**config.mk**
```make
export PLATFORM = sky130hd
export DESIGN_NAME = refill_seq
export DESIGN_NICKNAME = d
export VERILOG_FILES = /design/src/rtl/refill_seq.sv
export SDC_FILE = /design/constraint.sdc
export NUM_CORES = 1
export LEC_CHECK = 0
export BUFFER_PORTS_ARGS = -buffer_cell sky130_fd_sc_hd__buf_4
export CAP_MARGIN = 40
export CELL_PAD_IN_SITES_DETAIL_PLACEMENT = 2
export CELL_PAD_IN_SITES_GLOBAL_PLACEMENT = 2
export CORE_MARGIN = 1
export CORE_UTILIZATION = 17
export DETAILED_ROUTE_END_ITERATION = 8
export GPL_TIMING_DRIVEN = 0
export PLACE_DENSITY_LB_ADDON = 0.15
export SETUP_SLACK_MARGIN = 0.15
export SLEW_MARGIN = 10
export SYNTH_ARGS = -nofsm -noshare
export SYNTH_HDL_FRONTEND = slang
export SYNTH_SLANG_ARGS = --single-unit
export TNS_END_PERCENT = 20
```
**constraint.sdc**
```tcl
create_clock -name clk -period 2.1 [get_ports clk]
set_input_delay 0.105 -clock clk [delete_from_list [all_inputs] [get_ports clk]]
set_output_delay 0.105 -clock clk [all_outputs]
set_load 0.02 [all_outputs]
```
**src/rtl/refill_seq.sv**
```systemverilog
module refill_seq #(
  parameter int ADDR_W    = 32,
  parameter int DATA_W    = 64,
  parameter int BLK_BYTES = 64,
  parameter int WAYS      = 4,
  parameter int LEAD      = 7,
  parameter int GAP       = 2,
  localparam int BEATS    = BLK_BYTES / (DATA_W / 8),
  localparam int OFF      = $clog2(BLK_BYTES),
  localparam int BLK_W    = ADDR_W - OFF,
  localparam int WORD_W   = (BEATS > 1) ? $clog2(BEATS) : 1,
  localparam int WAY_W    = (WAYS > 1) ? $clog2(WAYS) : 1,
  localparam int CNT_W    = $clog2(LEAD + GAP + 1)
) (
  input  logic              clk,
  input  logic              rst_n,
  input  logic              req_valid,
  output logic              req_ready,
  input  logic [BLK_W-1:0]  req_blk,
  input  logic [WAY_W-1:0]  req_way,
  output logic              mem_rd_valid,
  output logic [BLK_W-1:0]  mem_rd_blk,
  input  logic [DATA_W-1:0] mem_data,
  output logic              wr_en,
  output logic [WAY_W-1:0]  wr_way,
  output logic [BLK_W-1:0]  wr_blk,
  output logic [WORD_W-1:0] wr_word,
  output logic [DATA_W-1:0] wr_data,
  output logic              done
);

  typedef enum logic [1:0] {IDLE, ISSUE, WAIT, FIN} st_t;

  st_t               st;
  logic [CNT_W-1:0]  cnt;
  logic [WORD_W-1:0] beat;
  logic [BLK_W-1:0]  blk;
  logic [WAY_W-1:0]  way;

  always_ff @(posedge clk) begin
    if (!rst_n) begin
      st   <= IDLE;
      cnt  <= '0;
      beat <= '0;
      blk  <= '0;
      way  <= '0;
    end else begin
      case (st)
        IDLE: if (req_valid) begin
          blk <= req_blk;
          way <= req_way;
          st  <= ISSUE;
        end
        ISSUE: begin
          cnt  <= CNT_W'(LEAD - 1);
          beat <= '0;
          st   <= WAIT;
        end
        WAIT: begin
          if (cnt == '0) begin
            if (beat == WORD_W'(BEATS - 1)) st <= FIN;
            else begin
              beat <= beat + 1'b1;
              cnt  <= CNT_W'(GAP - 1);
            end
          end else begin
            cnt <= cnt - 1'b1;
          end
        end
        default: st <= IDLE;
      endcase
    end
  end

  assign req_ready    = (st == IDLE);
  assign mem_rd_valid = (st == ISSUE);
  assign mem_rd_blk   = blk;
  assign wr_en        = (st == WAIT) && (cnt == '0);
  assign wr_way       = way;
  assign wr_blk       = blk;
  assign wr_word      = beat;
  assign wr_data      = mem_data;
  assign done         = (st == FIN);

endmodule

```
==> summary.txt, run 1 <==
Cells and area
  – Fillers: 1440
  – NumNets Final: 534
  – Most frequent cells in the layout: 245 x buf_4, 61 x nand2_1, 37 x dfxtp_1
  – Reg area: 740.7 um2
  – Number of diodes: 0
  – Area grow syn2layout: 70.34%
  – Multi-input gate area: 705.7 um2
  – Most common cell after layout, fill and taps aside: buf_4
  – Layout Cells excl Fill: 602
  – Fraction of layout cells with a size suffix above 1: 0.6083

Die
  – Initial core utilization: 0.1776
  – Die Area: 13210 um2
  – Die X: 114.9 um
  – # IOs: 220
  – Row count: 40
  – Die Y: 114.9 um
  – Core Footprint: 12210 um2

Place
  – Dpl hpwl: 6047 um
  – Number of port buffers: 155
  – Dpl cells: 594
  – GPL Wtd Cong: 0.6422

Run status
  – Status: finished, final reports clean

Logic synthesis
  – Post-synthesis sequential area ratio: 0.3416
  – Ys Warns: 0
  – Netlist Area Pre-Place: 2168 um2
  – Mapped Nets: 372
  – Number of synthesized flops with an enable pin: 0
  – Post-synthesis average cell area: 8.001 um2
  – Synthesized instance count: 271
  – Post-synthesis simple-gate area fraction: 0.1552
  – Mux cell area share after synthesis: 0.004616
  – Largest family of logic cells by synthesized area: buffers and inverters
  – Primary FF master, synth: dfxtp_1
  – Flops & latches, synth: 37
  – Adder-cell share of the synthesized area: 0.03462
  – Post-synth ARST share: 0
  – Synth cell types: 31
  – Xor/xnor share of the synthesized area: 0
  – Compound-Gate Fraction of Synth Area: 0.1281

Setup path
  – Crit end category: flip-flop
  – Cell family with most CP delay: simple AND/OR/NAND/NOR gates
  – CP max stage cell: dfxtp_1
  – CP max FO: 10
  – Crit Path Category: reg -> reg
  – CP Launch Type: flip-flop
  – Cell Chain, Critical Path: inv_1 -> ha_1 -> nand2_1 -> clkbuf_2 -> nand2_1 -> a21oi_1
  – CP max stage delay: 0.39 ns
  – CP most frequent cell: nand2_1
  – WP buf/inv: 2
  – Data arrival, critical path: 1.94 ns
  – Required time of the critical path: 2.30 ns

STA
  – Final worst-path cycle share: 0.8275
  – Finish-stage setup viols: 0
  – Worst Tran Pin Value: 0.5255 ns
  – Unrepaired setup endpoints after global routing: no
  – Slew Limit Fails: 0
  – Min Tclk post-route: 1.738 ns
  – Slew HR: 0.6467
  – Fmax: 0.5755 GHz
  – Fin Hold WS: 0.07384 ns
  – Setup_tns: 0 ns
  – Clock skew: 0.002863 ns
  – Hold Vio Cnt, Final: 0

CTS
  – Maximum clock insertion buffer count: 2
  – H-tree depth: 2
  – Worst-Skew Late Latency: 0.27 ns
  – Worst-path clk slew: 0.06 ns
  – CTS sink cnt: 37
  – CTS tree: done
  – Num CTS Buffers: 5
  – Root Buffer: clkbuf_16

GRT
  – First-pass GRT wire length: 10980 um
  – Met3 usage: 0.03163
  – M1 GR Usage: 0.1173
  – GRT busiest layer: met2
  – Met2 Use GR: 0.1980
  – Vias in the first global route: 2336
  – Gr ovfl total: 0
  – Initial antenna violation count: 0
  – Largest net degree at the start of global routing: 12
  – All-layer global routing usage: 0.1063

Detailed routing
  – Via density: 3.860
  – Drt pass-1 iters: 4
  – Post-Route WL: 7391 um
  – ANT nets after route: 0
  – DR DRC count: 0
  – WL/cell: 12.28 um
  – Vias: 2324
  – 1st-iter DRT viols: 76

Power and ir drop
  – Design Power: 3213 uW
  – Leakage: 0.001877 uW
  – Max IR drop VDD: 0.2994 mV
  – Pwr/cell area: 869.8 nW/um2

Flow run
  – Max-cap viol count: 0

Hold path
  – Worst min path class: in -> reg
-- sequential cells by signal, indices dropped and copies added, names as in the netlist --
register and count:
wr_word 3, cnt 4, mem_rd_blk 26, wr_way 2
st 2
-- path summary, 6_finish.rpt --
kind	depth (start not counted)	from	slack (ns)	end
setup / recovery	6	st[0]	0.36	mem_rd_blk[12]
hold / removal	3	req_blk[6]	0.07	mem_rd_blk[6]
setup reg to reg	6	st[0]	0.36	mem_rd_blk[12]
hold reg to reg	2	wr_way[1]	0.47	wr_way[1]
-- metal layers --
metal / up-vias / part of all wire
li1: 1114 / -
met1: 1072 / 0.40
met2: 136 / 0.50
met3: 2 / 0.096
met4: 0 / 0.0051
met5: - / 0
-- synthesized netlist by cell type (2+ instances only) --
library cell	number	area share
buf_4	90	0.31
o211ai_1	3	0.010
ha_1	6	0.035
dfxtp_1	37	0.34
buf_1	3	0.0052
and2_1	2	0.0058
nor2_1	2	0.0035
nand2_1	61	0.11
nand2b_1	2	0.0058
and3_1	2	0.0058
nand3_1	3	0.0069
inv_1	4	0.0069
clkbuf_1	6	0.010
a21oi_1	33	0.076
-- worst reg2reg max path, cell delays in order, from the launching register on --
cell,delay (ns)
dfxtp_1,0.39
inv_1,0.08
ha_1,0.27
nand2_1,0.36
clkbuf_2,0.34
nand2_1,0.10
a21oi_1,0.15
-- cell type report --
| cell class | instances | area share |
|---|---|---|
| Sequential cell | 37 | 0.2005 |
| Clock buffer | 6 | 0.03489 |
| Inverter | 5 | 0.005081 |
| Tap cell | 168 | 0.05691 |
| Buffer | 99 | 0.1938 |
| Multi-Input combinational cell | 130 | 0.1911 |
| Timing Repair Buffer | 155 | 0.3150 |
| Clock inverter | 2 | 0.002710 |
-- repair_timing --
action,4_1_cts,5_1_grt
gates resized for setup,3,5
setup buffers,0,0
cloned,0,0
hold buffers,0,0
endpoints found under the setup margin,20,21
-- logic make-up after synthesis --
family,after synthesis
simple gates,78
fa+ha+maj,6
compound gates,45
mux,1
buf+inv,104
flops,37
-- power breakdown --
part	switching, uW	total (uW)	leakage (uW)	internal [uW]
Combinational	837	1550	0.00150	711
Clock	284	720	0.0000706	436
Sequential	120	945	0.000303	825
-- per-stage QoR --
step / utilization / area [um2] / setup WS (ns)
detailed placement: 0.2901 / 3542 / -0.009104
finish: 0.3025 / 3694 / 0.3623
floorplan: - / 2168 / 0.4139
global route: 0.3025 / 3694 / 0.1630
CTS: 0.3017 / 3685 / 0.1407
global placement: 0.2901 / 3542 / 0.05540
No activity file was read; power rests on OpenSTA's default activity.
==> inputs of run 2 (changes only) <==
==> constraint.sdc (replaced) <==
create_clock -name clk -period 1.65 [get_ports clk]
set_input_delay 0.0825 -clock clk [delete_from_list [all_inputs] [get_ports clk]]
set_output_delay 0.0825 -clock clk [all_outputs]
set_load 0.02 [all_outputs]
==> run 2 against run 1 <==
  * Global-route usage increased by 0.093 points
  * Via count decreased by 0.13%
  * Count of clock-buffer cells in the layout unchanged
  * Highest routed layer unchanged
  * Final area increased by 4.4%
  * Critical path depth decreased by 3
  * Critical endpoint is now st[0]
  * Largest cell class unchanged
  * Largest power group unchanged
  * Cell count increased by 0.17%
  * Combinational power increased by 41%
  * Core utilization increased by 1.3 points
==> summary.txt, run 2 (same netlist as run 1, synthesis figures left out) <==
Detailed routing
  – Via density: 3.849
  – Drt pass-1 iters: 4
  – Post-Route WL: 7569 um
  – DR DRC count: 0
  – WL/cell: 12.55 um
  – Vias: 2321
  – 1st-iter DRT viols: 29
  – ANT nets after route: 0

Place
  – Dpl cell area: 3548 um2
  – Number of port buffers: 155
  – Dpl cells: 594
  – Dpl hpwl: 6185 um
  – Pre-CTS setup slack: -0.2410 ns
  – GPL Wtd Cong: 0.6622

Run status
  – Status: finished, final reports clean

GRT
  – All-layer global routing usage: 0.1072
  – Vias in the first global route: 2309
  – Initial antenna violation count: 0
  – Largest net degree at the start of global routing: 13
  – First-pass GRT wire length: 11150 um
  – Gr ovfl total: 0

Flow run
  – Max-cap viol count: 0

Setup path
  – Cell family with most CP delay: simple AND/OR/NAND/NOR gates
  – Crit Path Category: reg -> reg
  – CP max FO: 5
  – WP buf/inv: 0
  – Cell Chain, Critical Path: or4_4 -> a221oi_4 -> o221a_2
  – R2R Setup Slk: 0.15 ns
  – CP Launch Type: flip-flop
  – Crit end category: flip-flop
  – CP max stage delay: 0.58 ns
  – Data arrival, critical path: 1.71 ns
  – Required time of the critical path: 1.86 ns
  – CP max stage cell: or4_4

Die
  – Core Footprint: 12210 um2
  – Die Y: 114.9 um
  – Row count: 40
  – # IOs: 220
  – Die X: 114.9 um
  – Initial core utilization: 0.1776
  – Die Area: 13210 um2

Cells and area
  – Final instance area: 3856 um2
  – Most common cell after layout, fill and taps aside: buf_4
  – NumNets Final: 535
  – Area grow syn2layout: 77.84%
  – Most frequent cells in the layout: 246 x buf_4, 60 x nand2_1, 33 x a21oi_1, 33 x dfxtp_1, 5 x clkbuf_16
  – Layout Cells excl Fill: 603
  – Largest register FFs: 26
  – Number of diodes: 0
  – Fraction of layout cells with a size suffix above 1: 0.6368
  – Fillers: 1432

CTS
  – Maximum clock insertion buffer count: 2
  – Worst-path clk slew: 0.06 ns
  – CTS tree: done
  – Worst-Skew Late Latency: 0.27 ns
  – Num CTS Buffers: 5
  – Root Buffer: clkbuf_16
  – CTS sink cnt: 37
  – H-tree depth: 2

STA
  – Min Tclk post-route: 1.499 ns
  – Finish-stage setup viols: 0
  – Unrepaired setup endpoints after global routing: yes
  – Slew Limit Fails: 0
  – Hold Vio Cnt, Final: 0
  – Post-route worst setup slack: 0.1506 ns
  – Worst Tran Pin Value: 0.5875 ns
  – Setup_tns: 0 ns
  – Clock skew: 0.004160 ns
  – Final worst-path cycle share: 0.9088
  – Slew HR: 0.6083
  – Fmax: 0.6669 GHz

Power and ir drop
  – Max IR drop VDD: 0.4089 mV
  – Leakage: 0.001920 uW
  – Design Power: 4529 uW
  – Pwr/cell area: 1174 nW/um2

Hold path
  – Worst min path class: in -> reg
[run 2: area by class of cell]
class	instances	area, um2	share of cell area
Sequential cell	37	750.7	0.1947
Inverter	5	18.77	0.004867
Buffer	99	755.7	0.1960
Clock inverter	2	37.54	0.009734
Tap cell	168	210.2	0.05451
Multi-Input combinational cell	130	773.2	0.2005
Timing Repair Buffer	156	1171	0.3037
Clock buffer	6	138.9	0.03602
[run 2: worst register-to-register path: stages, from the launching register on]
cell      delay [ns]
dfxtp_4         0.36
or4_4           0.58
a221oi_4        0.28
o221a_2         0.22
[run 2: where the power goes]
group	switching, uW	internal [uW]	total [uW]
clock network	370	754	1120
logic	1120	1060	2190
registers	166	1050	1220
total	1660	2870	4530
[run 2: path summary, 6_finish.rpt]
kind	startpoint	end	depth (start not counted)
max	cnt[3]	st[0]	3
min	req_blk[9]	mem_rd_blk[9]	3
max reg2reg	cnt[3]	st[0]	3
min reg2reg	wr_way[0]	wr_way[0]	2
[run 2: timing repair]
| action | 4_1_cts | 5_1_grt |
|---|---|---|
| setup buffers | 0 | 1 |
| pin swaps | 1 | 3 |
| hold buffers | 0 | 0 |
| endpoints found under the setup margin | 29 | 28 |
| gates resized for setup | 24 | 9 |
| cloned | 0 | 0 |
[run 2: per-stage QoR]
stage / hold WS [ns] / utilization
final: 0.05204 / 0.3158
after global routing: 0.05160 / 0.3158
after CTS: 0.04744 / 0.3125
after detailed placement: 0.3421 / 0.2906
after global placement: 0.3302 / 0.2906
after floorplan: 0.2061 / -
[run 2: per-layer routing]
layer / up-vias / GRT usage / wire length, um
met5: - / 0 / 0
met1: 1057 / 0.1190 / 3044
met4: 0 / 0.01558 / 24
met2: 144 / 0.2036 / 3794
met3: 2 / 0.03216 / 705
li1: 1118 / - / -
